### src/rtl/uartp_pkg.sv
package uartp_pkg;
  localparam int DIV_W = 16;
  localparam int BYTE_W = 8;

  typedef enum logic [1:0] {FRM_RST = 2'd0, FRM_CTL = 2'd1, FRM_WR = 2'd2, FRM_RD = 2'd3} frm_kind_t;

  localparam logic [3:0] REG_MODE = 4'h2;
  localparam logic [3:0] REG_DC   = 4'h3;
  localparam logic [3:0] REG_MASK = 4'h6;
  localparam logic [3:0] REG_IST  = 4'h7;
  localparam logic [3:0] REG_LINE = 4'h8;
  localparam logic [3:0] REG_DATA = 4'h9;
  localparam logic [3:0] REG_DLO  = 4'hA;
  localparam logic [3:0] REG_DHI  = 4'hB;
  localparam logic [7:0] SEL_DC_RESTART = 8'h93;

  // strobes and settings from control to datapath
  typedef struct packed {
    logic              clr;
    logic              txLoad;
    logic              shReset;
    logic              rxTake;
    logic              en;
    logic              brk;
    logic [1:0]        lenSel;
    logic              parEn;
    logic              parOdd;
    logic              twoStop;
    logic [BYTE_W-1:0] txByte;
    logic [DIV_W-1:0]  limit;
  } dp_cmd_t;

  // events and state from datapath to control
  typedef struct packed {
    logic              txDone;
    logic              rxDone;
    logic              rxErr;
    logic              txBusy;
    logic              rxFull;
    logic              rxFerrOvr;
    logic              rxPerr;
    logic [BYTE_W-1:0] rxByte;
  } dp_stat_t;
endpackage

### src/rtl/uartp_baud.sv
module uartp_baud
  import uartp_pkg::*;
(
  input  logic             clk,
  input  logic             rstN,
  input  logic             run,
  input  logic [DIV_W-1:0] limit,
  output logic             tick
);
  logic [DIV_W-1:0] cnt;

  assign tick = run && (cnt == limit);

  always_ff @(posedge clk or negedge rstN) begin
    if (!rstN) cnt <= '0;
    else if (!run || tick) cnt <= '0;
    else cnt <= cnt + 1'b1;
  end
endmodule

### src/rtl/uartp_dp.sv
module uartp_dp
  import uartp_pkg::*;
#(
  parameter int OVS = 16
) (
  input  logic    clk,
  input  logic    rstN,
  input  dp_cmd_t cmd,
  input  logic    rxd,
  output logic    txd,
  output dp_stat_t st
);
  localparam int PH_W = $clog2(OVS);
  localparam int FR_W = BYTE_W + 4;
  localparam logic [PH_W-1:0] PH_END = PH_W'(OVS - 1);
  localparam logic [PH_W-1:0] PH_MID = PH_W'(OVS / 2 - 1);

  typedef enum logic [1:0] {RX_IDLE, RX_START, RX_BITS} rx_state_t;

  logic [3:0] len;
  logic [BYTE_W-1:0] lenMask, txData;
  logic [FR_W-1:0] txFrame, txSh;
  logic [3:0] txN, txLeft;
  logic [PH_W-1:0] txPh, rxPh;
  logic txBusy, txTick, rxTick, abort;
  rx_state_t rxSt;
  logic rxS1, rxS, rxParBit, rxFull, rxFerrOvr, rxPerr, perrNow, rxLast;
  logic [3:0] rxIdx;
  logic [BYTE_W-1:0] rxSh, rxByte;

  assign len     = 4'd5 + {2'b00, cmd.lenSel};
  assign lenMask = 8'hFF >> (4'd8 - len);
  assign txData  = cmd.txByte & lenMask;
  assign txN     = 4'd1 + len + {3'b000, cmd.parEn} + (cmd.twoStop ? 4'd2 : 4'd1);
  assign abort   = cmd.clr || cmd.shReset;

  always_comb begin
    txFrame = '1;
    txFrame[0] = 1'b0;
    for (int i = 0; i < BYTE_W; i++)
      if (i < int'(len)) txFrame[i+1] = txData[i];
    if (cmd.parEn) txFrame[len+4'd1] = (^txData) ^ cmd.parOdd;
  end

  uartp_baud uTxBaud (.clk(clk), .rstN(rstN), .run(cmd.en && txBusy), .limit(cmd.limit), .tick(txTick));
  uartp_baud uRxBaud (.clk(clk), .rstN(rstN), .run(cmd.en && rxSt != RX_IDLE), .limit(cmd.limit), .tick(rxTick));

  always_ff @(posedge clk or negedge rstN) begin
    if (!rstN) begin
      txBusy <= 1'b0; txSh <= '1; txLeft <= '0; txPh <= '0;
    end else if (abort) begin
      txBusy <= 1'b0; txSh <= '1; txLeft <= '0; txPh <= '0;
    end else if (cmd.txLoad) begin
      txBusy <= 1'b1; txSh <= txFrame; txLeft <= txN; txPh <= '0;
    end else if (txTick) begin
      if (txPh == PH_END) begin
        txPh   <= '0;
        txSh   <= {1'b1, txSh[FR_W-1:1]};
        txLeft <= txLeft - 1'b1;
        if (txLeft == 4'd1) txBusy <= 1'b0;
      end else txPh <= txPh + 1'b1;
    end
  end

  assign txd = cmd.brk ? 1'b0 : ((cmd.en && txBusy) ? txSh[0] : 1'b1);

  // receiver
  assign perrNow = cmd.parEn && (((^rxSh) ^ rxParBit) != cmd.parOdd);
  assign rxLast  = (rxIdx == len + {3'b000, cmd.parEn});

  always_ff @(posedge clk or negedge rstN) begin
    if (!rstN) begin
      rxS1 <= 1'b1; rxS <= 1'b1;
    end else begin
      rxS1 <= rxd; rxS <= rxS1;
    end
  end

  always_ff @(posedge clk or negedge rstN) begin
    if (!rstN) begin
      rxSt <= RX_IDLE; rxPh <= '0; rxIdx <= '0; rxSh <= '0; rxParBit <= 1'b0;
      rxByte <= '0; rxFull <= 1'b0; rxFerrOvr <= 1'b0; rxPerr <= 1'b0;
    end else if (abort) begin
      rxSt <= RX_IDLE; rxPh <= '0; rxIdx <= '0;
      rxFull <= 1'b0; rxFerrOvr <= 1'b0; rxPerr <= 1'b0;
    end else begin
      if (cmd.rxTake) rxFull <= 1'b0;
      unique case (rxSt)
        RX_IDLE: if (cmd.en && !rxS) begin rxSt <= RX_START; rxPh <= '0; end
        RX_START: if (rxTick) begin
          if (rxPh == PH_MID) begin
            if (!rxS) begin rxSt <= RX_BITS; rxPh <= '0; rxIdx <= '0; rxSh <= '0; end
            else rxSt <= RX_IDLE;
          end else rxPh <= rxPh + 1'b1;
        end
        RX_BITS: if (rxTick) begin
          if (rxPh == PH_END) begin
            rxPh  <= '0;
            rxIdx <= rxIdx + 1'b1;
            if (rxIdx < len) rxSh[rxIdx[2:0]] <= rxS;
            else if (!rxLast) rxParBit <= rxS;
            else begin
              rxSt      <= RX_IDLE;
              rxByte    <= rxSh;
              rxFull    <= 1'b1;
              rxFerrOvr <= !rxS || (rxFull && !cmd.rxTake);
              rxPerr    <= perrNow;
            end
          end else rxPh <= rxPh + 1'b1;
        end
        default: rxSt <= RX_IDLE;
      endcase
    end
  end

  assign st.txDone    = txTick && txPh == PH_END && txLeft == 4'd1 && !abort && !cmd.txLoad;
  assign st.rxDone    = rxSt == RX_BITS && rxTick && rxPh == PH_END && rxLast && !abort;
  assign st.rxErr     = !rxS || perrNow;
  assign st.txBusy    = txBusy;
  assign st.rxFull    = rxFull;
  assign st.rxFerrOvr = rxFerrOvr;
  assign st.rxPerr    = rxPerr;
  assign st.rxByte    = rxByte;
endmodule

### src/rtl/uartp_ctl.sv
module uartp_ctl
  import uartp_pkg::*;
(
  input  logic              clk,
  input  logic              rstN,
  input  logic              frmValid,
  input  logic [1:0]        frmKind,
  input  logic [BYTE_W-1:0] frmData,
  input  logic              ctsIn,
  input  logic              dsrIn,
  input  logic              dcdIn,
  input  dp_stat_t          st,
  output dp_cmd_t           cmd,
  output logic [BYTE_W-1:0] rdData,
  output logic              rtsOut,
  output logic              dtrOut,
  output logic [BYTE_W-1:0] portD,
  output logic [BYTE_W-1:0] portC,
  output logic              irq,
  output logic [2:0]        istat,
  output logic [BYTE_W-1:0] mask
);
  logic [BYTE_W-1:0] selByte, modeReg, fmtReg, lineSt;
  logic [DIV_W-1:0] divisor;
  logic [2:0] ist, istNext, mSync1, mSync2, mPrev;
  logic dcSel, clr, wr, rd;
  logic [3:0] addr;

  assign clr  = frmValid && frmKind == FRM_RST;
  assign wr   = frmValid && frmKind == FRM_WR;
  assign rd   = frmValid && frmKind == FRM_RD;
  assign addr = selByte[3:0];

  assign lineSt = {st.rxPerr, st.rxFerrOvr, st.rxFull, st.txBusy, !st.txBusy, mSync2};

  always_comb begin
    istNext = ist;
    if (st.txDone) istNext[1] = 1'b1;
    if (cmd.txLoad) istNext[1] = 1'b0;
    if (rd && addr == REG_LINE) istNext[2] = 1'b0;
    if (cmd.rxTake) istNext[0] = 1'b0;
    if (st.rxDone) begin
      istNext[0] = 1'b1;
      if (st.rxErr) istNext[2] = 1'b1;
    end
    if (mSync2 != mPrev) istNext[2] = 1'b1;
  end

  always_ff @(posedge clk or negedge rstN) begin
    if (!rstN) begin
      selByte <= '0; modeReg <= '0; fmtReg <= '0; mask <= '0; divisor <= '1;
      ist <= 3'b010; dcSel <= 1'b0; rtsOut <= 1'b0; dtrOut <= 1'b0;
      portD <= '0; portC <= '0; rdData <= '0;
      mSync1 <= '0; mSync2 <= '0; mPrev <= '0;
    end else if (clr) begin
      selByte <= '0; modeReg <= '0; fmtReg <= '0; mask <= '0; divisor <= '1;
      ist <= 3'b010; dcSel <= 1'b0; rtsOut <= 1'b0; dtrOut <= 1'b0;
      mSync1 <= {dcdIn, dsrIn, ctsIn}; mSync2 <= mSync1; mPrev <= mSync2;
    end else begin
      mSync1 <= {dcdIn, dsrIn, ctsIn};
      mSync2 <= mSync1;
      mPrev  <= mSync2;
      ist    <= istNext;
      if (frmValid && frmKind == FRM_CTL) begin
        selByte <= frmData;
        if (frmData == SEL_DC_RESTART) dcSel <= 1'b0;
      end
      if (wr) begin
        unique case (addr)
          REG_MODE: modeReg <= frmData;
          REG_MASK: mask <= frmData;
          REG_LINE: fmtReg <= frmData;
          REG_DLO:  divisor[7:0] <= frmData;
          REG_DHI:  divisor[15:8] <= frmData;
          REG_DC: if (modeReg[0]) begin
            rtsOut <= frmData[1];
            dtrOut <= frmData[2];
          end else begin
            if (dcSel) portC <= frmData;
            else portD <= frmData;
            dcSel <= 1'b1;
          end
          default: ;
        endcase
      end
      if (rd) begin
        unique case (addr)
          REG_MASK: rdData <= mask;
          REG_IST:  rdData <= {5'b0, ist & mask[2:0]};
          REG_LINE: rdData <= lineSt;
          REG_DATA: rdData <= st.rxByte;
          default:  rdData <= '0;
        endcase
      end
    end
  end

  assign istat = ist;
  assign irq   = |(ist & mask[2:0]);

  assign cmd.clr     = clr;
  assign cmd.txLoad  = wr && addr == REG_DATA;
  assign cmd.shReset = wr && addr == REG_LINE;
  assign cmd.rxTake  = rd && addr == REG_DATA;
  assign cmd.en      = modeReg[0];
  assign cmd.brk     = fmtReg[0];
  assign cmd.lenSel  = fmtReg[2:1];
  assign cmd.parEn   = fmtReg[3];
  assign cmd.parOdd  = fmtReg[4];
  assign cmd.twoStop = fmtReg[5];
  assign cmd.txByte  = frmData;
  assign cmd.limit   = ~divisor + 16'd1;
endmodule

### src/rtl/uartp_top.sv
module uartp_top
  import uartp_pkg::*;
#(
  parameter int OVS = 16
) (
  input  logic        clk,
  input  logic        rstN,
  input  logic        frmValid,
  input  logic [1:0]  frmKind,
  input  logic [7:0]  frmData,
  output logic [7:0]  rdData,
  input  logic        rxd,
  output logic        txd,
  input  logic        ctsIn,
  input  logic        dsrIn,
  input  logic        dcdIn,
  output logic        rtsOut,
  output logic        dtrOut,
  output logic [7:0]  portD,
  output logic [7:0]  portC,
  output logic        irq
);
  dp_cmd_t cmd;
  dp_stat_t st;
  logic [2:0] istat;
  logic [7:0] mask;

  uartp_ctl uCtl (
    .clk(clk), .rstN(rstN), .frmValid(frmValid), .frmKind(frmKind), .frmData(frmData),
    .ctsIn(ctsIn), .dsrIn(dsrIn), .dcdIn(dcdIn), .st(st), .cmd(cmd), .rdData(rdData),
    .rtsOut(rtsOut), .dtrOut(dtrOut), .portD(portD), .portC(portC), .irq(irq),
    .istat(istat), .mask(mask)
  );

  uartp_dp #(.OVS(OVS)) uDp (
    .clk(clk), .rstN(rstN), .cmd(cmd), .rxd(rxd), .txd(txd), .st(st)
  );
endmodule

### config.mk
export PLATFORM = sky130hd
export DESIGN_NAME = uartp_top
export DESIGN_NICKNAME = d
export VERILOG_FILES = /design/src/rtl/uartp_pkg.sv /design/src/rtl/uartp_baud.sv /design/src/rtl/uartp_dp.sv /design/src/rtl/uartp_ctl.sv /design/src/rtl/uartp_top.sv
export SDC_FILE = /design/constraint.sdc
export NUM_CORES = 1
export LEC_CHECK = 0
export BUFFER_PORTS_ARGS = -buffer_cell sky130_fd_sc_hd__buf_2
export CAP_MARGIN = 20
export CORE_MARGIN = 5
export CORE_UTILIZATION = 45
export CTS_BUF_LIST = sky130_fd_sc_hd__clkbuf_8
export CTS_CLUSTER_DIAMETER = 100
export DETAILED_ROUTE_END_ITERATION = 16
export GPL_TIMING_DRIVEN = 0
export PLACE_DENSITY = 0.69
export SLEW_MARGIN = 20
export SYNTH_ARGS = -nofsm -noshare
export SYNTH_HDL_FRONTEND = slang
export SYNTH_SLANG_ARGS = --single-unit
### constraint.sdc
create_clock -name clk -period 3.96 [get_ports clk]
set_clock_uncertainty 0.2 [all_clocks]
set_input_delay 0.792 -clock clk [delete_from_list [all_inputs] [get_ports clk]]
set_output_delay 0.792 -clock clk [all_outputs]
set_load 0.05 [all_outputs]
==> results by group <==
Routing
  – DRT iter0 DRCs: 376
  – DR pass1 iterations: 6
  – Vias: between 6000 and 7000
  – Vias per cell: around 5.5
  – Drt wl/cell: 16.8 microns
  – Antenna viol nets, final: 0
  – DRT Wirelength: 21200 microns
  – Remaining DRCs: 0

Finish
  – Design Area, Final: 10000 sq um
  – Antenna cells: 0
  – Final nets: between 1000 and 1500
  – Share of cells above drive strength 1: between 10% and 20%
  – Fin util: 51.1%
  – Area grow syn2layout: 11.4%
  – Most frequent cells in the layout: dfrtp_1 (128), nand2_1 (104), nor2_1 (89)
  – Most common cell after layout, fill and taps aside: dfrtp_1

Logic synthesis
  – Post-synth top area cell: dfrtp_1
  – Synth async-reset ratio: 100%
  – Synthesized area per cell: 9.73 sq um
  – Synth unique cells: a little under 80
  – Post-Synthesis Cells: 924
  – Syn nets: 970
  – Post-synthesis sequential area ratio: 44.7%
  – Mapped Area: roughly 9000 sq um
  – Synth Register Bits: 159
  – Post-synth top area share: 35.6%
  – Area contributors post-synth: dfrtp_1 (36%), dfstp_2 (9.1%), xnor2_1 (5.2%)
  – Top_reg_cell synth: dfrtp_1
  – Number of enable flip-flop cells after synthesis: 0
  – Yosys warnings: 0

Global route
  – First-pass GRT wire length: between 30000 and 40000 microns
  – GRT overflow: 0
  – Vias in the first global route: 6633
  – Largest net degree at the start of global routing: 86
  – Initial antenna violation count: 0
  – Total global-route track usage: 19.0%

Hold path
  – Hold Path Class: in2async

Place
  – IO Port Bufs: 38
  – HPWL after detailed placement: 15400 microns
  – Post-Place Worst Slack: 65.5 ps
  – Placed Area: 9550 sq um
  – Final Wtd Congestion: 0.850

Outcome
  – Outcome: finished clean

STA
  – Slew Limit Headroom: around 47%
  – Worst Tran Pin Value: 798 ps
  – # setup viols final: 0
  – Max Slew Vio Count: 0
  – Setup TNS Final: 0 ps
  – Period utilization: approximately 95%
  – Worst setup margin: between 200 and 250 ps
  – Final Hold Viols: 0
  – Post-layout min period: 3750 ps
  – Fmax: 266 MHz

Setup path
  – Critical R2R Launch: uCtl.divisor[0]
  – Worst EP required: 4140 ps
  – Crit Path Class: reg2reg
  – Worst-path maximum fanout: 10
  – Worst r2r path cells: 11
  – Worst R2R Setup Slack: 210 ps
  – Crit path arrival time: between 3000 and 4000 ps
  – CP Capture Type: flop
  – Worst setup SP type: flop
  – Reg-to-reg endpoint: uDp.txLeft[1]

Clock tree
  – Clock sink count: ~160
  – CTS Root Cell: clkbuf_8
  – Clk buf depth: 2
  – H-tree levels: 4
  – Worst-path clk slew: around 110 ps
  – CTS tree: yes
  – Num CTS Buffers: 17
  – Worst-skew pair later-pin latency: between 400 and 500 ps

Power and ir drop
  – Power per cell area: 376 nW/um^2
  – Overall Power: 3.77 mW
  – Pleak: 4.28 nW
  – Peak VDD IR: 0.000234 V

Die
  – DIE AREA: around 23000 sq um
  – Row cnt: 51
  – IO Pins: 45
  – Initial core utilization: 45.9%
  – Die H: 151 microns
  – Core Area: 19600 sq um
  – Die Width: 151 microns

Run
  – Max_cap viols: 0
where the power goes:
| part | total, mW | leakage [nW] | switching (mW) | internal [mW] |
|---|---|---|---|---|
| Clock | 1.24 | 0.210 | 0.748 | 0.491 |
| Combinational | 0.722 | 2.02 | 0.453 | 0.269 |
| Sequential | 1.81 | 2.05 | 0.0780 | 1.73 |
flip-flops by register name (all words and copies together) (netlist names), 2 cells and up:
name             count
uCtl.fmtReg          6
uDp.rxByte           8
uCtl.divisor        16
uDp.rxIdx            4
uCtl.selByte         4
uDp.uTxBaud.cnt     16
uCtl.istat           3
uDp.rxSh             8
uCtl.mPrev           3
uDp.rxSt             2
uCtl.portD           8
uCtl.portC           8
uDp.rxPh             4
uCtl.mSync2          3
uCtl.rdData          8
uDp.uRxBaud.cnt     16
uDp.txLeft           4
uCtl.mask            8
uDp.txPh             4
uDp.txSh            12
uCtl.mSync1          3
cells in the mapped netlist, types with 12 or more instances:
cell,n
mux2_2,27
nor2_1,89
nor3_1,17
nand2_1,104
o21ai_0,49
and3_1,12
nand3_1,50
xor2_1,34
ha_1,26
xnor2_1,53
inv_1,28
a21oi_1,30
dfstp_2,31
dfrtp_1,128
clkbuf_1,41
metal layers:
layer | up-vias | GRT usage (%) | part of all wire [%]
met5 | - | 0 | 0
met1 | 3435 | 25.4 | 45
li1 | 3362 | - | -
met3 | 25 | 3.38 | 3.9
met4 | 0 | 5.26 | 1.8
met2 | 145 | 31.9 | 50
area by class of cell:
class,instances,area (sq um)
inverters,29,109
plain buffers,50,203
repair buffers,43,258
fillers,1822,9570
well taps,265,332
clock buffers,17,234
clock inverters,15,184
multi-input cells,686,4680
flip-flops and latches,159,4020
worst max path at each step:
stage,end,from,depth (start not counted)
floorplan,uDp.txLeft[1],uCtl.divisor[0],11
global placement,uDp.txLeft[3],rstN,1
detailed placement,uDp.txLeft[1],uCtl.divisor[0],11
CTS,uDp.txLeft[1],uCtl.divisor[0],11
global route,uDp.txLeft[1],uCtl.divisor[0],11
finish,uDp.txLeft[1],uCtl.divisor[0],11
worst max-delay path, stage by stage (launching register included):
cell and delay [ps]:
dfstp_2 420, inv_1 90, ha_2 230, or4b_4 540, or3_1 420, xnor2_1 170, a2111oi_2 330, o2111ai_2 290
nor4_2 250, buf_4 240, mux2_2 340, o22ai_1 130
through the flow:
stage	hold WS (ps)	cells
2_1_floorplan	131	924
3_3_place_gp	135	1227
3_5_place_dp	141	1228
4_1_cts	78.4	1260
5_1_grt	80.1	1264
6_report	65.5	1264
cells by family after synthesis:
logic type	synth area share, %
buffers and inverters	3.46
flip-flops	44.7
multiplexers	4.73
adder cells (fa/ha/maj)	4.29
XOR/XNOR	10.2
AND/OR/NAND/NOR	20.2
AO/OA/AOI/OAI	12.4
timing repair:
action,4_1_cts,5_1_grt
gates resized for setup,0,3
endpoints found under the setup margin,0,25
hold buffers,0,0
buffers inserted,0,4
(Power assumes the default switching activity.)
